==> config.mk <==
export PLATFORM = sky130hd
export DESIGN_NAME = sysclk_divider
export DESIGN_NICKNAME = d
export VERILOG_FILES = /design/src/rtl/sysclk_pkg.sv /design/src/rtl/sysclk_div_stage.sv /design/src/rtl/sysclk_cfg_regs.sv /design/src/rtl/sysclk_divider.sv
export SDC_FILE = /design/constraint.sdc
export NUM_CORES = 1
export LEC_CHECK = 0
export ABC_AREA = 1
export CAP_MARGIN = 20
export CORE_MARGIN = 2
export CORE_UTILIZATION = 55
export CTS_CLUSTER_DIAMETER = 50
export CTS_CLUSTER_SIZE = 10
export DETAILED_ROUTE_END_ITERATION = 8
export DONT_BUFFER_PORTS = 1
export PLACE_DENSITY = 0.7
export SKIP_CTS_REPAIR_TIMING = 1
export SYNTH_ARGS = -nofsm -noshare
export SYNTH_HDL_FRONTEND = slang
export SYNTH_SLANG_ARGS = --single-unit
==> constraint.sdc <==
create_clock -name clk -period 5.6 [get_ports clk]
set_clock_uncertainty 0.15 [all_clocks]
set_input_delay 0.56 -clock clk [delete_from_list [all_inputs] [get_ports clk]]
set_output_delay 0.56 -clock clk [all_outputs]
set_load 0.01 [all_outputs]
==> src/rtl/sysclk_pkg.sv <==
package sysclk_pkg;
  localparam int CFG_W    = 32;
  localparam int CORE_LSB = 25;
  localparam int BUS_LSB  = 20;
  localparam int PER_LSB  = 18;
  localparam int NBYP_BIT = 23;
  localparam int CORE_CW  = 3;
  localparam int BUS_CW   = 3;
  localparam int PER_CW   = 2;
  localparam int CORE_DW  = 5;
  localparam int BUS_DW   = 6;
  localparam int PER_DW   = 4;

  // Core: powers of two up to code 4, every other code is divide-by-one
  function automatic logic [CORE_DW-1:0] core_ratio(input logic [CORE_CW-1:0] code);
    logic [CORE_DW-1:0] r;
    if (code <= CORE_CW'(4)) r = CORE_DW'(1) << code;
    else                     r = CORE_DW'(1);
    return r;
  endfunction

  // Bus: non-power-of-two steps 5 and 6 sit in the middle of the table
  function automatic logic [BUS_DW-1:0] bus_ratio(input logic [BUS_CW-1:0] code);
    logic [BUS_DW-1:0] r;
    case (code)
      3'd3:    r = BUS_DW'(5);
      3'd4:    r = BUS_DW'(6);
      3'd5:    r = BUS_DW'(8);
      3'd6:    r = BUS_DW'(16);
      3'd7:    r = BUS_DW'(32);
      default: r = BUS_DW'(1) << code;
    endcase
    return r;
  endfunction

  function automatic logic [PER_DW-1:0] per_ratio(input logic [PER_CW-1:0] code);
    return PER_DW'(1) << code;
  endfunction
endpackage

==> src/rtl/sysclk_div_stage.sv <==
module sysclk_div_stage #(
  parameter int W = 5
) (
  input  logic         clk,
  input  logic         rst_n,
  input  logic         adv,
  input  logic [W-1:0] ratio,
  output logic         tick
);
  localparam logic [W-1:0] ONE = W'(1);

  logic [W-1:0] cnt;
  logic         at_last;

  assign at_last = (cnt == (ratio - ONE));
  assign tick    = adv & at_last;

  always_ff @(posedge clk) begin
    if (!rst_n)    cnt <= '0;
    else if (adv)  cnt <= at_last ? '0 : cnt + ONE;
  end
endmodule

==> src/rtl/sysclk_cfg_regs.sv <==
module sysclk_cfg_regs #(
  parameter int CW = 32
) (
  input  logic          clk,
  input  logic          rst_n,
  input  logic          cfg_wr,
  input  logic [CW-1:0] cfg_word,
  input  logic          commit,
  output logic [CW-1:0] active,
  output logic          pending
);
  logic [CW-1:0] shadow;

  always_ff @(posedge clk) begin
    if (!rst_n) begin
      active  <= cfg_word;
      shadow  <= cfg_word;
      pending <= 1'b0;
    end else begin
      // Only a word held since an earlier cycle may commit
      if (commit && pending) active <= shadow;
      if (cfg_wr) begin
        shadow  <= cfg_word;
        pending <= 1'b1;
      end else if (commit) begin
        pending <= 1'b0;
      end
    end
  end
endmodule

==> src/rtl/sysclk_divider.sv <==
module sysclk_divider
  import sysclk_pkg::*;
(
  input  logic               clk,
  input  logic               rst_n,
  input  logic               xtal_tick,
  input  logic               cfg_wr,
  input  logic [CFG_W-1:0]   cfg_word,
  output logic               src_en,
  output logic               core_en,
  output logic               bus_en,
  output logic               per_en,
  output logic [CORE_DW-1:0] core_div,
  output logic [BUS_DW-1:0]  bus_div,
  output logic [PER_DW-1:0]  per_div
);
  logic [CFG_W-1:0] active_cfg;
  logic             cfg_pending;
  logic             common_term;

  sysclk_cfg_regs #(.CW(CFG_W)) u_cfg (
    .clk      (clk),
    .rst_n    (rst_n),
    .cfg_wr   (cfg_wr),
    .cfg_word (cfg_word),
    .commit   (common_term),
    .active   (active_cfg),
    .pending  (cfg_pending)
  );

  assign src_en   = active_cfg[NBYP_BIT] ? 1'b1 : xtal_tick;
  assign core_div = core_ratio(active_cfg[CORE_LSB +: CORE_CW]);
  assign bus_div  = bus_ratio(active_cfg[BUS_LSB +: BUS_CW]);
  assign per_div  = per_ratio(active_cfg[PER_LSB +: PER_CW]);

  sysclk_div_stage #(.W(CORE_DW)) u_core (
    .clk(clk), .rst_n(rst_n), .adv(src_en), .ratio(core_div), .tick(core_en)
  );

  sysclk_div_stage #(.W(BUS_DW)) u_bus (
    .clk(clk), .rst_n(rst_n), .adv(src_en), .ratio(bus_div), .tick(bus_en)
  );

  // Peripheral stage cascades off the bus enable
  sysclk_div_stage #(.W(PER_DW)) u_per (
    .clk(clk), .rst_n(rst_n), .adv(bus_en), .ratio(per_div), .tick(per_en)
  );

  // per_en implies bus_en, so this is the point where all three periods end
  assign common_term = core_en & per_en;
endmodule

==> results_dict.tcl, run 1 <==
set metrics [dict create \
    cts_tree "yes" \
    avgSynthCellArea_sq_um 7.507 \
    fill_cells 321 \
    crit_required_ns 4.89 \
    insertion_delay_ns 0.33 \
    syn_nets 297 \
    mostFrequentLayoutCells "nand2_1, inv_1, nor2_1" \
    core_area_sq_um 3337 \
    postRouteAntennaNets 0 \
    hold_class "input port to register" \
    drt-initial-drc-count 94 \
    cts_buffers 5 \
    drv_cap 0 \
    wirelength_microns 3319 \
    leakage_nw 0.9496 \
    diodes 0 \
    fin_cells 304 \
    clkSinkCount 34 \
    wl_per_cell_microns 10.92 \
    total_power_mw 0.5092 \
    fp.dieH_microns 63.00 \
    antenna_found_initial 0 \
    fp.dieW_microns 63.00 \
    powerDensity_nw_per_um2 255.0 \
    dieArea_sq_um 3968 \
    arrival_ns 2.68 \
    setup_tns_ns 0 \
    start_util_pct 57.37 \
    cp_max_fo 6 \
    start_kind "register" \
    gr-total-overflow 0 \
    dr_total_vias 1506 \
    ys_ff_latch 34 \
    drtPass1Iterations 4 \
    ys_types 28 \
    setup_viol 0 \
    timing.fmax_mhz 295.4 \
    finalCritPeriodShare_pct 60.45 \
    crit_slowest_cell "edfxtp_1" \
    layout-drive-gt1-share_pct 8.915 \
    globalplace.congestion 0.8315 \
    path_delay_family "simple AND/OR/NAND/NOR gates" \
    syn_to_final_growth_pct 4.314 \
    hpwl_microns 2532 \
    cp_slowest_stage_delay_ns 0.48 \
    critPathBufInv 2 \
    rsz0062_at_grt "false" \
    crit_chain "nor2_1, inv_1, ha_1, nor2_1, nand2_1, ha_1, xor2_1, nand3_1, nor2_1, nand2_1, nor2_2, nand2_1, inv_1" \
    yosysWarnings 0 \
    grt_max_degree 18 \
    final_max_slew_viol_count 0 \
    h-tree-depth 2 \
    ys.flop_type "edfxtp_1" \
    tightest_slew_ns 0.6335 \
    via_per_inst 4.954 \
    drc 0 \
    portBuffers 0 \
    grt_pass1_wl_microns 6044 \
    syn_inst 255 \
    synth_seq_area_share_pct 44.97 \
    worstSetupEndpointType "output port" \
    synth_edf_count 18 \
    dp_cells 296 \
    holdWs_ns 0.1688 \
    clk_pin_slew_ns 0.10 \
    cts_max_path_buffers 2 \
    grt_pass1_vias 1395 \
    fp-row-count 21 \
    slew_headroom_pct 57.61 \
    cts_root_buf "clkbuf_4" \
    grtUsageTotal_pct 19.41 \
    fin_util_pct 59.84 \
    outcome "complete, no violations" \
    period_needed_ns 3.385 \
    path_class "register to output port" \
    synth_area_sq_um 1914 \
    ir_drop_v 0.0001672 \
    fin_nets 299 \
    synthArstFlopShare_pct 0 \
    hold_viol 0 \
    final_common_cell "nand2_1" \
    ios 55 \
]
sequential cells by signal, indices dropped and copies added (netlist names):
name           flops
u_bus.cnt          6
u_cfg.active       9
u_cfg.pending      1
u_cfg.shadow       9
u_core.cnt         5
u_per.cnt          4
path summary, 6_finish.rpt:
| check | startpoint | cells after the start | end | slack, ns |
|---|---|---|---|---|
| min reg2reg | u_cfg.pending | 2 | u_cfg.pending | 0.33 |
| max | u_cfg.active[26] | 13 | core_en | 2.21 |
| min | cfg_word[27] | 0 | u_cfg.shadow[27] | 0.17 |
| max reg2reg | u_cfg.active[26] | 13 | u_cfg.active[19] | 2.67 |
routing by layer:
layer | up-vias | global-route usage (%) | wire length, microns
li1 | 809 | - | -
met1 | 658 | 24.33 | 1593
met2 | 34 | 30.45 | 1440
met3 | 5 | 6.847 | 227
met4 | 0 | 7.778 | 57
met5 | - | 0 | 0
worst register-to-register path: stages, from the launching register on:
cell and delay [ns]:
edfxtp_1 0.48, nor2_1 0.18, inv_1 0.06, ha_1 0.20, nor2_1 0.15, nand2_1 0.11, ha_1 0.30, xor2_1 0.15
nand3_1 0.08, nor2_1 0.09, nand2_1 0.08, nor2_2 0.19, nand3_1 0.10, nand2_1 0.30
logic make-up (layout without fill, tap and decap cells):
family / Yosys count / count (layout) / share of synthesized area (%)
and+or+nand+nor: 149 / 149 / 34.90
AOI/OAI and AO/OA: 15 / 15 / 4.380
adders and majority gates: 6 / 6 / 3.921
DFF: 34 / 34 / 44.97
buffers and inverters: 45 / 48 / 9.085
xor gates and xnor gates: 6 / 6 / 2.745
area by class of cell:
| cell class | instances | area, sq um | share of cell area [%] |
|---|---|---|---|
| clock buffers | 5 | 37.54 | 1.880 |
| well taps | 46 | 57.56 | 2.882 |
| flip-flops and latches | 34 | 860.8 | 43.11 |
| multi-input cells | 176 | 879.6 | 44.05 |
| inverters | 40 | 150.1 | 7.519 |
| clock inverters | 3 | 11.26 | 0.5639 |
synth_stat cells (5+ instances only):
master	instances	area share, %
nor2_2	6	2.0
xor2_1	6	2.7
dfxtp_1	16	17
ha_1	6	3.9
nand3_1	17	4.4
nor2_1	25	4.9
nand2_1	81	16
nor3_1	5	1.3
inv_1	36	7.1
edfxtp_1	18	28
a21oi_1	8	2.1
report_power, final:
part | internal (mW) | total, mW | switching [mW] | leakage [nW]
combinational | 0.0311 | 0.0913 | 0.0602 | 0.610
sequential | 0.282 | 0.296 | 0.0146 | 0.311
clock | 0.0447 | 0.122 | 0.0769 | 0.0277
total | 0.357 | 0.509 | 0.152 | 0.950
stage by stage:
stage                     cell area (sq um)  worst slack [ns]
final                                  1997             2.215
after global routing                   1997             1.870
after CTS                              1997             2.193
after detailed placement               1948             2.570
after global placement                 1948             2.612
after floorplan                        1914             2.868
(Power assumes the default switching activity.)
==> run 2: changes to the inputs <==
==> constraint.sdc (replaced) <==
create_clock -name clk -period 3.42 [get_ports clk]
set_clock_uncertainty 0.15 [all_clocks]
set_input_delay 0.342 -clock clk [delete_from_list [all_inputs] [get_ports clk]]
set_output_delay 0.342 -clock clk [all_outputs]
set_load 0.01 [all_outputs]
==> results_dict.tcl, run 2 (synthesis results as in run 1) <==
set metrics [dict create \
    outcome "complete, no violations" \
    met1_length_microns 1658 \
    mostFrequentLayoutCells "nand2_1, inv_1, nor2_1" \
    worst_path_most_repeated_cell "nor2_1" \
    setup_tns_ns 0 \
    hpwl_microns 2509 \
    setup_viol 0 \
    final_max_slew_viol_count 0 \
    critPathBufInv 2 \
    postRouteAntennaNets 0 \
    clock_power_share_pct 24.4 \
    fin_nets 312 \
    p_comb_share_pct 19.2 \
    clkSinkCount 34 \
    cts_buffers 5 \
    clk_pin_slew_ns 0.11 \
    sw_frac_of_total_pct 30.20 \
    route.met2.wl_microns 1566 \
    cp_slowest_stage_delay_ns 0.46 \
    drtPass1Iterations 4 \
    worstSetupEndpointType "output port" \
    layout-drive-gt1-share_pct 9.963 \
    p_switching_mw 0.2597 \
    drc 0 \
    antenna_found_initial 0 \
    slew_headroom_pct 74.31 \
    ir_drop_v 0.0002577 \
    path_delay_family "simple AND/OR/NAND/NOR gates" \
    reg.largest.list "u_cfg.active (9), u_cfg.shadow (9), u_bus.cnt (6)" \
    final_common_cell "nand2_1" \
    crit_chain "nor2_1, inv_1, ha_1, nor2_1, nand2_1, ha_1, xor2_1, nand3_1, nor2_1, nand2_1, nor2_4, nand2_2, inv_1" \
    holdWs_ns 0.03069 \
    syn_to_final_growth_pct 11.31 \
    ios 55 \
    cts_tree "yes" \
    drv_cap 0 \
    grt_pass1_vias 1470 \
    insertion_delay_ns 0.33 \
    core_area_sq_um 3337 \
    setup_slack_ns 0.3598 \
    wl_per_cell_microns 10.97 \
    hold_class "input port to register" \
    dr_total_vias 1556 \
    via_per_inst 4.909 \
    total_power_mw 0.8599 \
    diodes 0 \
    portBuffers 0 \
    crit_required_ns 2.93 \
    pre_cts_ws_ns 0.4973 \
    grtUsageTotal_pct 19.83 \
    finalCritPeriodShare_pct 89.48 \
    start_kind "register" \
    wirelength_microns 3476 \
    fp.dieH_microns 63.00 \
    timing.fmax_mhz 326.8 \
    highest_layer "met4" \
    p_seq_share_pct 56.4 \
    rsz0062_at_grt "false" \
    cp_max_fo 5 \
    powerDensity_nw_per_um2 403.6 \
    hold_viol 0 \
    period_needed_ns 3.060 \
    p_int_mw 0.6002 \
    fill_cells 306 \
    fin_util_pct 63.85 \
    start_util_pct 57.37 \
    drt-initial-drc-count 84 \
    gr-total-overflow 0 \
    fp-row-count 21 \
    wl_met3_microns 229 \
    arrival_ns 2.57 \
    cts_root_buf "clkbuf_4" \
    globalplace.congestion 0.8116 \
    fp.dieW_microns 63.00 \
    dieArea_sq_um 3968 \
    path_class "register to output port" \
    grt_max_degree 18 \
    leakage_nw 1.008 \
    h-tree-depth 2 \
    grt_pass1_wl_microns 6216 \
    cts_max_path_buffers 2 \
    tightest_slew_ns 0.3844 \
    crit_slowest_cell "edfxtp_1" \
]
-- run 2: area by class of cell --
cell class	instances	area (sq um)	area share, %
multi-input cells	176	887.1	41.63
flip-flops and latches	34	860.8	40.40
inverters	40	150.1	7.046
repair buffers	13	125.1	5.872
well taps	46	57.56	2.701
clock buffers	6	41.29	1.938
clock inverters	2	8.758	0.4110
-- run 2: final timing paths --
check,from,to,slack [ns],cells past startpoint
hold / removal,cfg_word[25],u_cfg.active[25],0.03,2
setup / recovery,u_cfg.active[26],core_en,0.36,13
hold reg to reg,u_cfg.pending,u_cfg.pending,0.32,2
setup reg to reg,u_cfg.active[26],u_cfg.active[23],0.54,13
-- run 2: power by group through the flow --
stage / Sequential, mW / Clock, mW / Combinational [mW]
floorplan: 0.486 / 0 / 0.134
global placement: 0.494 / 0 / 0.149
detailed placement: 0.495 / 0 / 0.151
CTS: 0.485 / 0.217 / 0.152
global route: 0.490 / 0.238 / 0.194
finish: 0.485 / 0.210 / 0.165
-- run 2: layer usage --
metal,global-route usage (%),up-vias
li1,-,836
met1,24.91,678
met2,31.65,40
met3,6.486,2
met4,7.500,0
met5,0,-
-- run 2: per-stage QoR --
| stage | area, sq um | cells |
|---|---|---|
| detailed placement | 1956 | 297 |
| global placement | 1956 | 297 |
| global route | 2131 | 317 |
| finish | 2131 | 317 |
| floorplan | 1914 | 255 |
| CTS | 2006 | 305 |
==> run 3: changes to the inputs <==
--- a/config.mk
+++ b/config.mk
@@ -8,12 +8,12 @@
 export ABC_AREA = 1
 export CAP_MARGIN = 20
 export CORE_MARGIN = 2
-export CORE_UTILIZATION = 55
+export CORE_UTILIZATION = 45
 export CTS_CLUSTER_DIAMETER = 50
 export CTS_CLUSTER_SIZE = 10
 export DETAILED_ROUTE_END_ITERATION = 8
 export DONT_BUFFER_PORTS = 1
-export PLACE_DENSITY = 0.7
+export PLACE_DENSITY = 0.59
 export SKIP_CTS_REPAIR_TIMING = 1
 export SYNTH_ARGS = -nofsm -noshare
 export SYNTH_HDL_FRONTEND = slang
==> results_dict.tcl, run 3 (synthesis results as in run 1) <==
set metrics [dict create \
    cts_max_path_buffers 2 \
    setup_viol 0 \
    final_max_slew_viol_count 0 \
    holdWs_ns 0.03250 \
    ir_drop_v 0.0003009 \
    total_power_mw 0.9413 \
    timing.fmax_mhz 322.0 \
    fp.dieH_microns 69.23 \
    crit_required_ns 2.93 \
    fin_util_pct 52.61 \
    path_class "register to output port" \
    timing.rr.end "u_cfg.active[23]" \
    clock_power_share_pct 31.7 \
    antenna_found_initial 0 \
    reg2reg_slack_ns 0.49 \
    rsz0062_at_grt "false" \
    p_comb_share_pct 16.7 \
    outcome "complete, no violations" \
    start_util_pct 47.18 \
    globalplace.congestion 0.8213 \
    p_seq_share_pct 51.6 \
    arrival_ns 2.61 \
    hold_class "input port to register" \
    drc 0 \
    core_area_sq_um 4058 \
    wl_per_cell_microns 10.89 \
    cts_root_buf "clkbuf_8" \
    syn_to_final_growth_pct 11.50 \
    drt-initial-drc-count 86 \
    crit_end "core_en" \
    fp-row-count 23 \
    clkSinkCount 34 \
    grtUsageTotal_pct 15.42 \
    finalCritPeriodShare_pct 90.81 \
    clk_pin_slew_ns 0.07 \
    worst-r2r-cell-count 13 \
    fp.dieW_microns 69.23 \
    cp-startpoint "u_cfg.active[26]" \
    wirelength_microns 3452 \
    mostFrequentLayoutCells "nand2_1, inv_1, nor2_1" \
    final_common_cell "nand2_1" \
    start_kind "register" \
    diodes 0 \
    grt_pass1_wl_microns 5927 \
    powerDensity_nw_per_um2 441.0 \
    p_switching_mw 0.2597 \
    portBuffers 0 \
    final_area_sq_um 2135 \
    setup_tns_ns 0 \
    fill_cells 404 \
    hpwl_microns 2601 \
    cts_tree "yes" \
    h-tree-depth 2 \
    ios 55 \
    sw_frac_of_total_pct 27.60 \
    dieArea_sq_um 4792 \
    reg2reg_from "u_cfg.active[26]" \
    drv_cap 0 \
    worstSetupEndpointType "output port" \
    gr-total-overflow 0 \
    period_needed_ns 3.106 \
    insertion_delay_ns 0.28 \
    grt_pass1_vias 1351 \
    grt_max_degree 18 \
    leakage_nw 1.008 \
    fin_nets 308 \
    slew_headroom_pct 59.15 \
    tightest_slew_ns 0.6105 \
    hold_viol 0 \
    drtPass1Iterations 6 \
    reg.largest.list "u_cfg.active (9), u_cfg.shadow (9), u_bus.cnt (6)" \
    p_int_mw 0.6815 \
    cp_max_fo 6 \
    postRouteAntennaNets 0 \
    dr_total_vias 1515 \
    post_dp_cell_area_sq_um 1953 \
    cts_buffers 5 \
    layout-drive-gt1-share_pct 9.363 \
    via_per_inst 4.779 \
]
[run 3: metrics by stage]
stage	std cells	setup WS [ns]
final	317	0.3142
after global routing	317	0.01642
after CTS	308	0.2906
after detailed placement	300	0.4853
after global placement	300	0.5012
after floorplan	255	0.8317
[run 3: cell type report]
type / instances / area, sq um / share of cell area (%)
inverter: 40 / 150.1 / 7.034
tap: 50 / 62.56 / 2.931
clock inverter: 1 / 5.005 / 0.2345
sequential: 34 / 860.8 / 40.33
timing repair buffer: 9 / 90.09 / 4.220
multi-input combinational: 176 / 879.6 / 41.21
clock buffer: 7 / 86.33 / 4.045
[run 3: worst max-delay path: stages, from the launching register on]
cell,delay (ns)
edfxtp_1,0.48
nor2_1,0.17
inv_1,0.06
ha_1,0.20
nor2_1,0.14
nand2_1,0.12
ha_1,0.30
xor2_1,0.14
nand3_1,0.09
nor2_1,0.09
nand2_1,0.07
nor2_2,0.19
nand2_1,0.15
inv_1,0.13
[run 3: how the worst min path moves through the flow]
stage	startpoint	to	slack, ns	depth (start not counted)
after global placement	cfg_word[19]	u_cfg.shadow[19]	0.29	0
after CTS	cfg_word[18]	u_cfg.shadow[18]	-0.01	0
after detailed placement	cfg_word[19]	u_cfg.shadow[19]	0.29	0
after global routing	rst_n	u_core.cnt[0]	0.04	2
after floorplan	u_cfg.pending	u_cfg.pending	0.29	2
final	rst_n	u_core.cnt[0]	0.03	2
[run 3: power by group through the flow]
stage	logic, mW	clock network, mW	registers [mW]
floorplan	0.134	0	0.486
global placement	0.150	0	0.494
detailed placement	0.151	0	0.495
CTS	0.152	0.312	0.486
global route	0.185	0.330	0.490
finish	0.157	0.298	0.486
[run 3: routing by layer]
metal  track usage, %  routed length (microns)
met4            7.843                       68
met3            4.360                      164
met1            19.96                     1751
met2            23.50                     1467
met5                0                        0
